<file path="config.mk">
export PLATFORM = sky130hd
export DESIGN_NAME = periodic_countdown
export DESIGN_NICKNAME = d
export VERILOG_FILES = /design/src/rtl/pcd_pkg.sv /design/src/rtl/pcd_regs.sv /design/src/rtl/pcd_prescale.sv /design/src/rtl/pcd_counter.sv /design/src/rtl/pcd_irq.sv /design/src/rtl/periodic_countdown.sv
export SDC_FILE = /design/constraint.sdc
export NUM_CORES = 1
export LEC_CHECK = 0
export ABC_AREA = 1
export BUFFER_PORTS_ARGS = -buffer_cell sky130_fd_sc_hd__buf_2
export CORE_MARGIN = 10
export CORE_UTILIZATION = 25
export CTS_CLUSTER_DIAMETER = 100
export DETAILED_ROUTE_END_ITERATION = 7
export GPL_ROUTABILITY_DRIVEN = 1
export GPL_TIMING_DRIVEN = 0
export HOLD_SLACK_MARGIN = 0.08
export PLACE_DENSITY = 0.39
export SLEW_MARGIN = 5
export SYNTH_ARGS = -nofsm -noshare
export SYNTH_HDL_FRONTEND = slang
export SYNTH_SLANG_ARGS = --single-unit
</file>
<file path="constraint.sdc">
create_clock -name clk -period 5.2 [get_ports clk]
set_input_delay 0.26 -clock clk [delete_from_list [all_inputs] [get_ports clk]]
set_output_delay 0.26 -clock clk [all_outputs]
set_load 0.05 [all_outputs]
</file>
<file path="src/rtl/pcd_pkg.sv">
package pcd_pkg;

  localparam int RELOAD_W = 12;

  typedef enum logic [1:0] {
    RATE_FAST = 2'b00,
    RATE_MED  = 2'b01,
    RATE_SLOW = 2'b10,
    RATE_MIN  = 2'b11
  } rate_e;

  typedef enum logic [1:0] {
    A_RLD_LO = 2'd0,
    A_RLD_HI = 2'd1,
    A_CFG    = 2'd2,
    A_STAT   = 2'd3
  } addr_e;

  typedef struct packed {
    logic  irq_en;
    rate_e rate;
    logic  run;
  } cfg_t;

endpackage

</file>
<file path="src/rtl/pcd_regs.sv">
module pcd_regs
  import pcd_pkg::*;
(
  input  logic                clk,
  input  logic                rst_n,
  input  logic                wr_en,
  input  logic [1:0]          wr_addr,
  input  logic [7:0]          wr_data,
  input  logic [1:0]          rd_addr,
  input  logic                evt,
  output logic [7:0]          rd_data,
  output logic [RELOAD_W-1:0] reload,
  output cfg_t                cfg,
  output logic                flag
);

  logic [7:0]          rld_lo_q;
  logic [RELOAD_W-9:0] rld_hi_q;
  cfg_t                cfg_q;
  logic                flag_q;

  logic lo_en, hi_en, cfg_en, clr_wr, flag_en, flag_d;

  // next-state and enables
  always_comb begin
    lo_en   = wr_en && (addr_e'(wr_addr) == A_RLD_LO);
    hi_en   = wr_en && (addr_e'(wr_addr) == A_RLD_HI);
    cfg_en  = wr_en && (addr_e'(wr_addr) == A_CFG);
    clr_wr  = wr_en && (addr_e'(wr_addr) == A_STAT) && !wr_data[0];
    flag_en = evt || clr_wr;
    flag_d  = evt;
  end

  always_ff @(posedge clk or negedge rst_n) begin
    if (!rst_n) begin
      rld_lo_q <= '0;
      rld_hi_q <= '0;
      cfg_q    <= '0;
      flag_q   <= 1'b0;
    end else begin
      if (lo_en)   rld_lo_q <= wr_data;
      if (hi_en)   rld_hi_q <= wr_data[RELOAD_W-9:0];
      if (cfg_en)  cfg_q    <= cfg_t'(wr_data[3:0]);
      if (flag_en) flag_q   <= flag_d;
    end
  end

  always_comb begin
    unique case (addr_e'(rd_addr))
      A_RLD_LO: rd_data = rld_lo_q;
      A_RLD_HI: rd_data = {{(16-RELOAD_W){1'b0}}, rld_hi_q};
      A_CFG:    rd_data = {4'b0000, cfg_q};
      A_STAT:   rd_data = {7'b0000000, flag_q};
      default:  rd_data = '0;
    endcase
  end

  assign reload = {rld_hi_q, rld_lo_q};
  assign cfg    = cfg_q;
  assign flag   = flag_q;

  AST_FLAG_ON_EVENT: assert property (@(posedge clk) disable iff (!rst_n)
    evt |=> flag_q);
  AST_FLAG_STICKY: assert property (@(posedge clk) disable iff (!rst_n)
    (flag_q && !(wr_en && wr_addr == 2'd3 && !wr_data[0])) |=> flag_q);

endmodule

</file>
<file path="src/rtl/pcd_prescale.sv">
module pcd_prescale
  import pcd_pkg::*;
#(
  parameter int DIV_FAST    = 8,
  parameter int DIV_MED     = 512,
  parameter int DIV_SLOW    = 32768,
  parameter int SEC_PER_MIN = 60
) (
  input  logic  clk,
  input  logic  rst_n,
  input  logic  tick,
  input  logic  restart,
  input  rate_e rate,
  output logic  strobe
);

  localparam int FW = $clog2(DIV_FAST);
  localparam int MW = $clog2(DIV_MED);
  localparam int SW = $clog2(DIV_SLOW);

  logic [SW-1:0] div_q, div_d;
  logic          div_en;
  logic          fast_hit, med_hit, slow_hit, min_hit, sel_hit;

  always_comb begin
    fast_hit = &div_q[FW-1:0];
    med_hit  = &div_q[MW-1:0];
    slow_hit = &div_q;
    div_en   = tick || restart;
    div_d    = restart ? '0 : div_q + 1'b1;
  end

  always_ff @(posedge clk or negedge rst_n) begin
    if (!rst_n)      div_q <= '0;
    else if (div_en) div_q <= div_d;
  end

  generate
    if (SEC_PER_MIN > 1) begin : g_minute
      localparam int NW = $clog2(SEC_PER_MIN);
      logic [NW-1:0] sec_q, sec_d;
      logic          sec_en, sec_last;

      always_comb begin
        sec_last = (sec_q == NW'(SEC_PER_MIN - 1));
        sec_en   = restart || (tick && slow_hit);
        if (restart || sec_last) sec_d = '0;
        else                     sec_d = sec_q + 1'b1;
      end

      always_ff @(posedge clk or negedge rst_n) begin
        if (!rst_n)      sec_q <= '0;
        else if (sec_en) sec_q <= sec_d;
      end

      assign min_hit = slow_hit && sec_last;
    end else begin : g_no_minute
      assign min_hit = slow_hit;
    end
  endgenerate

  always_comb begin
    unique case (rate)
      RATE_FAST: sel_hit = fast_hit;
      RATE_MED:  sel_hit = med_hit;
      RATE_SLOW: sel_hit = slow_hit;
      RATE_MIN:  sel_hit = min_hit;
      default:   sel_hit = 1'b0;
    endcase
    strobe = tick && !restart && sel_hit;
  end

endmodule

</file>
<file path="src/rtl/pcd_counter.sv">
module pcd_counter
  import pcd_pkg::*;
(
  input  logic                clk,
  input  logic                rst_n,
  input  logic                run,
  input  logic                strobe,
  input  logic [RELOAD_W-1:0] reload,
  output logic                start,
  output logic                evt
);

  logic [RELOAD_W-1:0] cnt_q, cnt_d;
  logic                cnt_en;
  logic                run_q;

  always_comb begin
    start  = run && !run_q;
    cnt_en = start || (run && strobe);
    evt    = run && !start && strobe && (reload != '0) && (cnt_q == RELOAD_W'(1));
    if (start || cnt_q <= RELOAD_W'(1)) cnt_d = reload;
    else                                cnt_d = cnt_q - 1'b1;
  end

  always_ff @(posedge clk or negedge rst_n) begin
    if (!rst_n) begin
      run_q <= 1'b0;
      cnt_q <= '0;
    end else begin
      run_q <= run;
      if (cnt_en) cnt_q <= cnt_d;
    end
  end

  AST_HOLD_BETWEEN_STROBES: assert property (@(posedge clk) disable iff (!rst_n)
    (run && !start && !strobe) |=> $stable(cnt_q));
  AST_RELOAD_AFTER_EVENT: assert property (@(posedge clk) disable iff (!rst_n)
    evt |=> (cnt_q == $past(reload)));
  AST_IDLE_NO_EVENT: assert property (@(posedge clk) disable iff (!rst_n)
    !run |-> !evt);

endmodule

</file>
<file path="src/rtl/pcd_irq.sv">
module pcd_irq #(
  parameter int PULSE_TICKS = 256
) (
  input  logic clk,
  input  logic rst_n,
  input  logic tick,
  input  logic evt,
  input  logic irq_en,
  output logic irq_n
);

  localparam int WW = $clog2(PULSE_TICKS + 1);

  logic [WW-1:0] win_q, win_d;
  logic          act_q, act_d;

  always_comb begin
    act_d = act_q;
    win_d = win_q;
    if (!irq_en) begin
      act_d = 1'b0;
      win_d = '0;
    end else if (evt) begin
      act_d = 1'b1;
      win_d = WW'(PULSE_TICKS);
    end else if (act_q && tick) begin
      if (win_q <= WW'(1)) begin
        act_d = 1'b0;
        win_d = '0;
      end else begin
        win_d = win_q - 1'b1;
      end
    end
  end

  always_ff @(posedge clk or negedge rst_n) begin
    if (!rst_n) begin
      act_q <= 1'b0;
      win_q <= '0;
    end else begin
      act_q <= act_d;
      win_q <= win_d;
    end
  end

  assign irq_n = !act_q;

  AST_RELEASE_ON_DISABLE: assert property (@(posedge clk) disable iff (!rst_n)
    !irq_en |=> irq_n);
  AST_FALL_NEEDS_EVENT: assert property (@(posedge clk) disable iff (!rst_n)
    $fell(irq_n) |-> $past(evt));
  AST_WINDOW_BOUND: assert property (@(posedge clk) disable iff (!rst_n)
    win_q <= WW'(PULSE_TICKS));

endmodule

</file>
<file path="src/rtl/periodic_countdown.sv">
module periodic_countdown
  import pcd_pkg::*;
#(
  parameter int DIV_FAST    = 8,
  parameter int DIV_MED     = 512,
  parameter int DIV_SLOW    = 32768,
  parameter int SEC_PER_MIN = 60,
  parameter int PULSE_TICKS = 256
) (
  input  logic       clk,
  input  logic       rst_n,
  input  logic       tick_i,
  input  logic       wr_en_i,
  input  logic [1:0] wr_addr_i,
  input  logic [7:0] wr_data_i,
  input  logic [1:0] rd_addr_i,
  output logic [7:0] rd_data_o,
  output logic       irq_n_o
);

  logic [1:0]          rst_sync_q;
  logic                rst_s_n;
  logic [RELOAD_W-1:0] reload;
  cfg_t                cfg;
  logic                flag;
  logic                start, strobe, evt;

  always_ff @(posedge clk or negedge rst_n) begin
    if (!rst_n) rst_sync_q <= 2'b00;
    else        rst_sync_q <= {rst_sync_q[0], 1'b1};
  end
  assign rst_s_n = rst_sync_q[1];

  pcd_regs u_regs (
    .clk     (clk),
    .rst_n   (rst_s_n),
    .wr_en   (wr_en_i),
    .wr_addr (wr_addr_i),
    .wr_data (wr_data_i),
    .rd_addr (rd_addr_i),
    .evt     (evt),
    .rd_data (rd_data_o),
    .reload  (reload),
    .cfg     (cfg),
    .flag    (flag)
  );

  pcd_prescale #(
    .DIV_FAST    (DIV_FAST),
    .DIV_MED     (DIV_MED),
    .DIV_SLOW    (DIV_SLOW),
    .SEC_PER_MIN (SEC_PER_MIN)
  ) u_pre (
    .clk     (clk),
    .rst_n   (rst_s_n),
    .tick    (tick_i),
    .restart (start),
    .rate    (cfg.rate),
    .strobe  (strobe)
  );

  pcd_counter u_cnt (
    .clk    (clk),
    .rst_n  (rst_s_n),
    .run    (cfg.run),
    .strobe (strobe),
    .reload (reload),
    .start  (start),
    .evt    (evt)
  );

  pcd_irq #(
    .PULSE_TICKS (PULSE_TICKS)
  ) u_irq (
    .clk    (clk),
    .rst_n  (rst_s_n),
    .tick   (tick_i),
    .evt    (evt),
    .irq_en (cfg.irq_en),
    .irq_n  (irq_n_o)
  );

  AST_IRQ_IMPLIES_FLAG_SEEN: assert property (@(posedge clk) disable iff (!rst_s_n)
    $fell(irq_n_o) |-> flag);

endmodule

</file>
==> results.cfg, run 1 <==
[floorplan]
die_height_um = 140
die_x_um = 140
rows = 43
die_area_sq_um = 19600
io_pins = 25
core_area_sq_um = 14000
start_util_pct = 25.7

[global_route]
grt_antenna_before_repair = 0
grt_first_pass_wirelength_mm = 15.9
grt_pass1_vias = 3082
grt_use_total_pct = 9.93
overflow = 0
grt_max_degree = 50

[clock_network]
h-tree-depth = 3
postCtsSetupRepairBufs = 0
worstSkewPairLatency_ns = 0.34
cts_sinks = 63
cts_tree = yes
numCtsBuffers = 9
path_clk_slew_ns = 0.06
cts_root_buffer = clkbuf_16
cts_buffer_depth = 2

[flow_run]
maxCapViolCount = 0

[timing]
relSlewSlack_pct = 57.3
max_freq_mhz = 471
post-route-min-period_ns = 2.12
max_slew.worst_pin.slew_ns = 0.639
hold_viol = 0
setup_tns_ns = 0
skew_ns = 0.00774
final-setup-viol-count = 0
period_share_pct = 40.8
rsz0062_at_grt = false
final-max-slew-violation-count = 0

[power]
seqPwrFrac_pct = 37.2
clock_power_share_pct = 36.7
peakVddDrop_mv = 0.109
p_sw_w = 0.000629
internal-power_w = 0.00120
power_leakage_nw = 2.08
combPwrFrac_pct = 26.1
p_per_area_nw_per_um2 = 424
switching_share_pct = 34.4

[critical_path]
crit_buf_inv = 1
max_stage_delay_ns = 0.37
slowest_stage = dfrtp_1
cp.arrival_ns = 2.34
worst_r2r_endpoint = u_irq.win_q[3]
cp-end-kind = register
timing.reg2reg.setup_slack_ns = 3.08
rr_worst_depth = 11
crit_top_cell = nand2_1
rr_startpoint = u_pre.div_q[1]
critPathRequiredTime_ns = 5.42
cp_max_fo = 8
crit_chain = ha_1 > nand2_1 > nor2_1 > nand2_1 > inv_1 > ha_1 > a21oi_1 > a21oi_2 > nand4_2 > nand4_1 > nand2_1
crit_path_start_kind = register
cp_top_family = simple AND/OR/NAND/NOR gates
path_class = register to register

[routing]
ant_nets = 0
vias_per_cell = 4.55
drc = 0
dr.pass1.iters = 4
drt-initial-drc-count = 111
wl_mm = 9.43
wire_per_inst_um = 13.6
dr_total_vias = 3156

[synth]
ys_seq_elements = 63
ys_seq_area_share_pct = 43.9
syn_avg_cell_area_sq_um = 7.62
postSynthCellCount = 471
syn_area_sq_um = 3590
syn-num-nets = 495
synth_warnings = 0
synth.distinct_cells = 38

[final_layout]
num_antenna_cells = 0
post_route_cells_drive_above_1_share_pct = 14.4
syn2layout_area_growth_pct = 20.0
layout_commonest_cell = nand2_1
final-instance-count-excl-fill = 693
nets = 532
final_cell_mix = nand2_1, nor2_1, dfrtp_1

[placement]
io_buffers = 24
placedCellCount = 676
globalplace.congestion = 0.789
hpwl_mm = 7.01

[worst_hold_path]
hold_path.class = register to asynchronous set/reset pin

[status]
outcome = completed
[metrics by stage]
| stage | hold slack, ns | worst slack (ns) | utilization (%) | area, sq um | total power (W) |
|---|---|---|---|---|---|
| 2_1_floorplan | -0.0356 | 3.32 | - | 3590 | 0.00103 |
| 3_3_place_gp | 0.0449 | 2.30 | 28.1 | 3940 | 0.00116 |
| 3_5_place_dp | 0.0476 | 3.08 | 28.4 | 3970 | 0.00117 |
| 4_1_cts | 0.168 | 3.07 | 30.8 | 4310 | 0.00185 |
| 5_1_grt | 0.172 | 2.91 | 30.8 | 4310 | 0.00196 |
| 6_report | 0.174 | 3.08 | 30.8 | 4310 | 0.00183 |
[worst max path at each step]
| stage | start | to | depth (start not counted) | slack, ns |
|---|---|---|---|---|
| after CTS | u_pre.div_q[1] | u_irq.win_q[0] | 11 | 3.07 |
| after global placement | rst_sync_q[1] | u_regs.rld_lo_q[4] | 0 | 2.30 |
| final | u_pre.div_q[1] | u_irq.win_q[3] | 11 | 3.08 |
| after global routing | u_pre.div_q[1] | u_irq.win_q[3] | 11 | 2.91 |
| after detailed placement | u_pre.div_q[1] | u_irq.win_q[6] | 11 | 3.08 |
| after floorplan | rst_sync_q[1] | u_cnt.cnt_q[0] | 0 | 3.32 |
[cell families (layout without fill, tap and decap cells)]
group	after synthesis	after routing	synth area share [%]
buf+inv	71	113	8.40
compound gates	78	78	12.5
fa+ha+maj	8	8	2.79
simple gates	240	240	29.9
xor+xnor	10	10	2.44
other cells	1	1	0.104
flops	63	63	43.9
[per-layer routing]
| metal | GRT usage, % | up-vias | wire length, um |
|---|---|---|---|
| met5 | 0 | - | 0 |
| met3 | 2.42 | 11 | 282 |
| met4 | 3.91 | 0 | 159 |
| met2 | 15.7 | 37 | 4530 |
| met1 | 12.7 | 1495 | 4470 |
| li1 | - | 1613 | - |
[power by group through the flow]
stage	Sequential (W)	Clock, W	Combinational, W
after global routing	0.000696	0.000711	0.000550
final	0.000680	0.000672	0.000477
after CTS	0.000682	0.000690	0.000481
after floorplan	0.000661	0	0.000371
after detailed placement	0.000690	0	0.000478
after global placement	0.000697	0	0.000467
[registers in the layout, summed over array words and instances (netlist names)]
| name | flops |
|---|---|
| rst_sync_q | 2 |
| u_cnt.cnt_q | 12 |
| u_cnt.run_q | 1 |
| u_irq.act_q | 1 |
| u_irq.win_q | 9 |
| u_pre.div_q | 15 |
| u_pre.g_minute.sec_q | 6 |
| u_regs.cfg | 4 |
| u_regs.flag | 1 |
| u_regs.rld_hi_q | 4 |
| u_regs.rld_lo_q | 8 |
[timing repair]
| action | in CTS | in global routing |
|---|---|---|
| gates resized for setup | 0 | 0 |
| endpoints found under the hold margin | 2 | 0 |
| hold buffers | 1 | 0 |
[final cells by class]
type | instances | area, sq um
Timing Repair Buffer | 26 | 158
Sequential cell | 63 | 1580
Clock inverter | 5 | 80.1
Inverter | 62 | 233
Clock buffer | 11 | 253
Fill cell | 1516 | 9680
Tap cell | 180 | 225
Multi-Input combinational cell | 337 | 1710
Buffer | 9 | 68.8
[synthesized netlist by cell type]
library cell	count	share of area (%)
a21oi_1	21	2.9
a21oi_2	2	0.49
a22o_1	2	0.49
a31oi_1	1	0.17
and3_1	1	0.17
buf_2	1	0.14
buf_4	2	0.42
buf_6	2	0.63
buf_8	1	0.42
clkbuf_1	3	0.31
clkinv_1	1	0.10
conb_1	1	0.10
dfrtp_1	63	44
ha_1	8	2.8
inv_1	58	6.1
inv_2	3	0.31
nand2_1	98	10
nand2_2	2	0.35
nand2_4	3	0.94
nand3_1	34	4.7
nand3b_1	1	0.21
nand4_1	17	3.0
nand4_2	1	0.35
nor2_1	66	6.9
nor2_2	6	1.0
nor2_4	1	0.31
nor3_1	8	1.1
nor3_2	2	0.56
o2111ai_1	1	0.24
o211ai_1	3	0.63
o21a_1	1	0.21
o21ai_0	29	4.0
o21ai_1	10	1.4
o21ai_2	6	1.5
o221ai_1	1	0.24
o22ai_1	1	0.17
xnor2_1	2	0.49
xor2_1	8	2.0
Power figures use the tool's default switching activity.
==> inputs of run 2 (changes only) <==
- ABC_AREA: 1 -> 0
- PLACE_DENSITY: 0.39 -> 0.4
- clock period: 5.2 -> 1.9 ns (I/O delays scaled with it)
==> run 2 against run 1 <==
The flow now finishes with violations (negative setup slack). Flip-flop and latch count did not move. Critical path type unchanged. Critical endpoint is now u_cnt.cnt_q[10]. Global-route usage is 0.59 points higher. First-iteration DRC count grew 41%. Largest cell class unchanged. Sequential share of layout area fell by 3.7 points.
==> results.cfg, run 2 <==
[worst_hold_path]
hold_path.class = input port to register
holdPathStages = 4

[critical_path]
cp_max_fo = 5
critPathRequiredTime_ns = 2.15
crit_path_start_kind = register
path_class = register to register
rr_worst_depth = 10
cp.arrival_ns = 2.27
cp-end-kind = register

[placement]
globalplace.congestion = 0.771
pre_cts_ws_ns = -0.293
hpwl_mm = 6.16
io_buffers = 23

[synth]
synth.most_common_cell = dfrtp_1
synth_edf_count = 0
synth_warnings = 0
syn-num-nets = 372
yosys.area.top_type_share_pct = 45.4
netlist_top_cells_count = dfrtp_1, nor2_1, a21oi_1
synthTopCellsByArea = dfrtp_1, mux2_2, nor2_1
yosysTopAreaCell = dfrtp_1
synth.distinct_cells = 61
synth_ff_type = dfrtp_1
synthArstFlopShare_pct = 100
postSynthCellCount = 348
ys_seq_elements = 63
syn_area_sq_um = 3470
syn_avg_cell_area_sq_um = 9.98
ys_seq_area_share_pct = 45.4

[clock_network]
numCtsBuffers = 9
worstSkewPairLatency_ns = 0.34
path_clk_slew_ns = 0.05
cts_sinks = 63
h-tree-depth = 3
cts_buffer_depth = 2
cts_root_buffer = clkbuf_16
cts_tree = yes

[routing]
drt-initial-drc-count = 157
wl_mm = 9.60
drc = 0
dr_total_vias = 2938
vias_per_cell = 4.88
dr.pass1.iters = 4
wire_per_inst_um = 16.0
ant_nets = 0

[timing]
max_slew.worst_pin.slew_ns = 0.840
period_share_pct = 106
final-max-slew-violation-count = 0
setup_ws_ns = -0.115
post-route-min-period_ns = 2.01
relSlewSlack_pct = 44.0
hold_viol = 0
rsz0062_at_grt = true
final-setup-viol-count = 20
max_freq_mhz = 496
skew_ns = 0.00876

[floorplan]
rows = 43
die_x_um = 138
start_util_pct = 25.3
core_area_sq_um = 13700
die_height_um = 138
die_area_sq_um = 19000
io_pins = 25

[global_route]
grt_use_total_pct = 10.5
grt_max_degree = 62
overflow = 0
grt_pass1_vias = 3008
grt_first_pass_wirelength_mm = 15.4
grt_antenna_before_repair = 0

[final_layout]
largest_register_ffs = 15
utilization_pct = 35.0
largest_registers = u_pre.div_q (15), u_cnt.cnt_q (12), u_irq.win_q (9)
nets = 443
layout_commonest_cell = dfrtp_1
num_antenna_cells = 0
syn2layout_area_growth_pct = 38.3
n_fill_cell = 1384
final_cell_mix = dfrtp_1, nor2_1, buf_2
top_register = u_pre.div_q
post_route_cells_drive_above_1_share_pct = 37.9

[power]
power_leakage_nw = 1.98
p_per_area_nw_per_um2 = 1120
peakVddDrop_mv = 0.480

[status]
outcome = finished with violations
violations = negative setup slack

[flow_run]
maxCapViolCount = 0
## run 2: power breakdown
| group | total [W] | internal, W | switching [W] |
|---|---|---|---|
| Sequential | 0.00200 | 0.00158 | 0.000422 |
| Clock | 0.00151 | 0.000936 | 0.000575 |
| Combinational | 0.00186 | 0.000908 | 0.000951 |
## run 2: final cells by class
cell class	instances	area [sq um]	area share (%)
plain buffers	10	92.6	1.93
clock buffers	13	260	5.42
clock inverters	1	5.00	0.104
inverters	10	40.0	0.834
multi-input cells	265	2140	44.6
flip-flops and latches	63	1580	33.0
well taps	180	225	4.69
repair buffers	60	453	9.43
## run 2: final timing paths
kind                                 from                      end  slack (ns)
max                        u_pre.div_q[0]          u_cnt.cnt_q[10]       -0.11
min                               wr_en_i              u_regs.flag         0.1
max reg2reg                u_pre.div_q[0]          u_cnt.cnt_q[10]       -0.11
min reg2reg                 rst_sync_q[0]            rst_sync_q[1]        0.35
max in group asynchronous   rst_sync_q[1]           u_cnt.cnt_q[0]        0.87
min in group asynchronous   rst_sync_q[1]  u_pre.g_minute.sec_q[1]        0.44
## run 2: through the flow
stage	TNS, ns	hold slack, ns	total power [W]	std cells	instance area [sq um]
after floorplan	-0.00634	-0.201	0.00275	348	3490
after CTS	-1.92	0.0807	0.00514	590	4540
final	-1.05	0.0980	0.00537	602	4800
after global routing	-3.36	0.129	0.00572	602	4800
after global placement	-66.87	-0.119	0.00310	551	3830
after detailed placement	-7.45	-0.118	0.00312	551	3840
## run 2: logic make-up after synthesis
| family | Yosys count | share of synthesized area (%) |
|---|---|---|
| and+or+nand+nor | 140 | 23.0 |
| DFF | 63 | 45.4 |
| muxes | 27 | 8.83 |
| xor gates and xnor gates | 11 | 2.77 |
| other | 1 | 0.108 |
| buffers and inverters | 20 | 2.31 |
| adders and majority gates | 8 | 2.88 |
| AOI/OAI and AO/OA | 78 | 14.7 |
## run 2: layer usage
metal | global-route usage (%) | wire length, um | up-vias
met4 | 4.58 | 204 | 0
met5 | 0 | 0 | -
met1 | 12.8 | 4370 | 1457
li1 | - | - | 1417
met2 | 16.9 | 4710 | 47
met3 | 3.12 | 319 | 17
## run 2: timing repair
| item | 4_1_cts | 5_1_grt |
|---|---|---|
| pin swaps | 20 | 20 |
| endpoints found under the hold margin | 18 | 0 |
| gates resized for setup | 55 | 35 |
| hold buffers | 10 | 0 |
| endpoints found under the setup margin | 38 | 38 |
| gates cloned | 1 | 2 |
| setup buffers | 14 | 10 |
## run 2: critical path: stages, from the launching register on
cell      delay [ns]
dfrtp_1         0.39
ha_4            0.16
nand3_2         0.08
nor2_2          0.09
ha_2            0.17
mux2_4          0.15
o21ai_2         0.05
a21bo_4         0.26
or2_4           0.25
clkbuf_8        0.16
o31ai_4         0.16
==> inputs of run 3 (changes only) <==
- SYNTH_HIERARCHICAL: not set -> 1
==> run 3 against run 2 <==
The run still ends with negative setup slack left. Worst setup slack got worse by 0.66 ns. Non-clock buffer count decreased by 5. Synthesized cell count shrank 2.3%. Combinational power fell by 19%. Worst hold slack better by 0.020 ns. Synthesized area rose by 3.0%. Clock skew grew 0.0012 ns. Routed wire length down 0.19%. First-iteration DRC count decreased by 12%. Die area increased by 2.6%. Cell count shrank 2.2%. Core utilization decreased by 1.0 points.
==> results.cfg, run 3 <==
[power]
power_leakage_nw = 1.98
p_per_area_nw_per_um2 = 1070
peakVddDrop_mv = 0.653
internal-power_w = 0.00326
switching_share_pct = 35.5
seqPwrFrac_pct = 39.5
combPwrFrac_pct = 29.6
p_sw_w = 0.00179
clock_power_share_pct = 30.9
finalPower_w = 0.00505

[final_layout]
largest_registers = u_pre/div_q (15), u_cnt/cnt_q (12), u_irq/win_q (9)
syn2layout_area_growth_pct = 32.3
num_antenna_cells = 0
post_route_cells_drive_above_1_share_pct = 34.7
multi_input_area_sq_um = 2090
seq_area_sq_um = 1590
n_fill_cell = 1421
top_register = u_pre/div_q
final_cell_mix = dfrtp_1, nor2_1, buf_2
layout_commonest_cell = dfrtp_1
largest_register_ffs = 15
final-instance-count-excl-fill = 589
nets = 428

[clock_network]
h-tree-depth = 3
worstSkewPairLatency_ns = 0.34
numCtsBuffers = 9
cts_root_buffer = clkbuf_16
cts_tree = yes
cts_buffer_depth = 2
path_clk_slew_ns = 0.06
cts_sinks = 63

[routing]
wire_per_inst_um = 16.3
dr_total_vias = 2874
wl_mm = 9.58
drt-initial-drc-count = 138
ant_nets = 0
dr.pass1.iters = 4
vias_per_cell = 4.88
drc = 0

[flow_run]
maxCapViolCount = 0

[floorplan]
die_height_um = 140
io_pins = 25
die_x_um = 140
rows = 43
start_util_pct = 25.7
core_area_sq_um = 13900
die_area_sq_um = 19500

[synth]
yosys.area.top_type_share_pct = 44.1
ys_seq_area_share_pct = 44.1
syn-num-nets = 364
syn_avg_cell_area_sq_um = 10.5
synth_ff_type = dfrtp_1
yosysTopAreaCell = dfrtp_1
synth.most_common_cell = dfrtp_1
synth.distinct_cells = 67
postSynthCellCount = 340
synthArstFlopShare_pct = 100
ys_seq_elements = 63
synth_edf_count = 0
synth_warnings = 6
synthTopCellsByArea = dfrtp_1, mux2_2, nor2_1
syn_area_sq_um = 3580
netlist_top_cells_count = dfrtp_1, nor2_1, mux2_2, nand3_1, nand4_1

[timing]
relSlewSlack_pct = 43.1
rsz0062_at_grt = true
hold_viol = 0
period_share_pct = 141
max_freq_mhz = 374
max_slew.worst_pin.slew_ns = 0.846
setup_tns_ns = -11.52
final-setup-viol-count = 24
post-route-min-period_ns = 2.67
final-max-slew-violation-count = 0
setup_ws_ns = -0.773
skew_ns = 0.00994

[critical_path]
path_class = register to register
cp-end-kind = register
rr_startpoint = u_pre/div_q[10]
crit_start = u_pre/div_q[10]
cp_max_fo = 5
cp.arrival_ns = 2.90
crit_path_start_kind = register
critPathRequiredTime_ns = 2.13

[global_route]
overflow = 0
grt_use_total_pct = 10.3
grt_first_pass_wirelength_mm = 16.4
grt_pass1_vias = 2992
grt_max_degree = 54
grt_antenna_before_repair = 0

[status]
violations = negative setup slack
outcome = finished with violations

[worst_hold_path]
hold_path.class = input port to register
min_from = wr_en_i

[placement]
placedCellCount = 544
hpwl_mm = 6.46
globalplace.congestion = 0.779
io_buffers = 23
==> run 3: cell count changes in the layout (fill, tap and decap cells not counted), moves of 4 or more <==
| cell | previous run | this run |
|---|---|---|
| a21oi_1 | 23 | 7 |
| nand4_1 | 4 | 16 |
| nand2_1 | 22 | 13 |
| nor3_1 | 14 | 5 |
| nand3_1 | 8 | 16 |
| nor2_1 | 35 | 28 |
| o21ai_2 | 8 | 1 |
| o21ai_0 | 10 | 4 |
| o31ai_4 | 6 | 0 |
| buf_4 | 23 | 18 |
| o31ai_2 | 5 | 0 |
| ha_1 | 2 | 6 |
| mux2i_1 | 7 | 11 |
| xnor2_1 | 3 | 7 |
==> run 3: layer usage <==
| layer | share of wire, % | GRT usage [%] |
|---|---|---|
| met1 | 47 | 12.8 |
| met2 | 49 | 16.5 |
| met3 | 2.6 | 2.86 |
| met4 | 1.8 | 4.18 |
| met5 | 0 | 0 |
==> run 3: cell families after synthesis <==
logic type,count (synthesis),share of synthesized area [%]
simple gates,136,23.6
flops,63,44.1
compound gates,62,13.5
mux,29,9.06
buf+inv,25,2.94
xor+xnor,16,3.92
fa+ha+maj,8,2.80
other cells,1,0.105
==> run 3: power groups by stage <==
stage | Combinational (W) | Sequential (W) | Clock (W)
detailed placement | 0.00128 | 0.00200 | 0
finish | 0.00150 | 0.00199 | 0.00156
CTS | 0.00142 | 0.00199 | 0.00162
floorplan | 0.00102 | 0.00190 | 0
global route | 0.00166 | 0.00204 | 0.00168
global placement | 0.00124 | 0.00202 | 0
==> run 3: worst paths after layout <==
path / end / cells after the start / slack, ns
max in group asynchronous: rst_sync_q[1] / 3 / 1.15
max: u_irq/win_q[6] / 10 / -0.77
min: u_regs/flag / 3 / 0.12
min in group asynchronous: u_cnt/cnt_q[9] / 0 / 0.17
min reg2reg: u_cnt/cnt_q[9] / 0 / 0.17
max reg2reg: u_irq/win_q[6] / 10 / -0.77
==> run 3: final cells by class <==
class                   instances  share of cell area [%]
multi-input cells             252                    44.1
flip-flops and latches         63                    33.5
repair buffers                 55                    8.75
clock buffers                  11                    5.13
well taps                     180                    4.76
plain buffers                  10                    1.96
inverters                      13                    1.03
clock inverters                 5                   0.714
==> run 3: repair_timing <==
| action | in CTS | in global routing |
|---|---|---|
| gates resized for setup | 27 | 19 |
| setup buffers | 27 | 9 |
| hold endpoints to repair | 19 | 0 |
| setup endpoints to repair | 35 | 31 |
| hold buffers | 11 | 0 |
| pin swaps | 10 | 14 |
==> run 3: critical path: stages, from the launching register on <==
cell and delay (ns):
dfrtp_1 0.43, nand4_1 0.14, or4_4 0.57, o41ai_4 0.26
nand3_2 0.14, a311oi_4 0.22, buf_6 0.16, nor2b_4 0.05
a2111oi_4 0.36, xnor2_1 0.17, nor2_1 0.07
==> run 3: metrics by stage <==
stage	instance area [sq um]	hold WS (ns)	util, %	worst slack [ns]
2_1_floorplan	3650	-0.201	-	-0.846
3_3_place_gp	3990	-0.121	28.6	-1.28
3_5_place_dp	4020	-0.119	28.9	-1.27
4_1_cts	4690	0.105	33.7	-0.846
5_1_grt	4730	0.135	34.0	-0.939
6_report	4730	0.118	34.0	-0.773
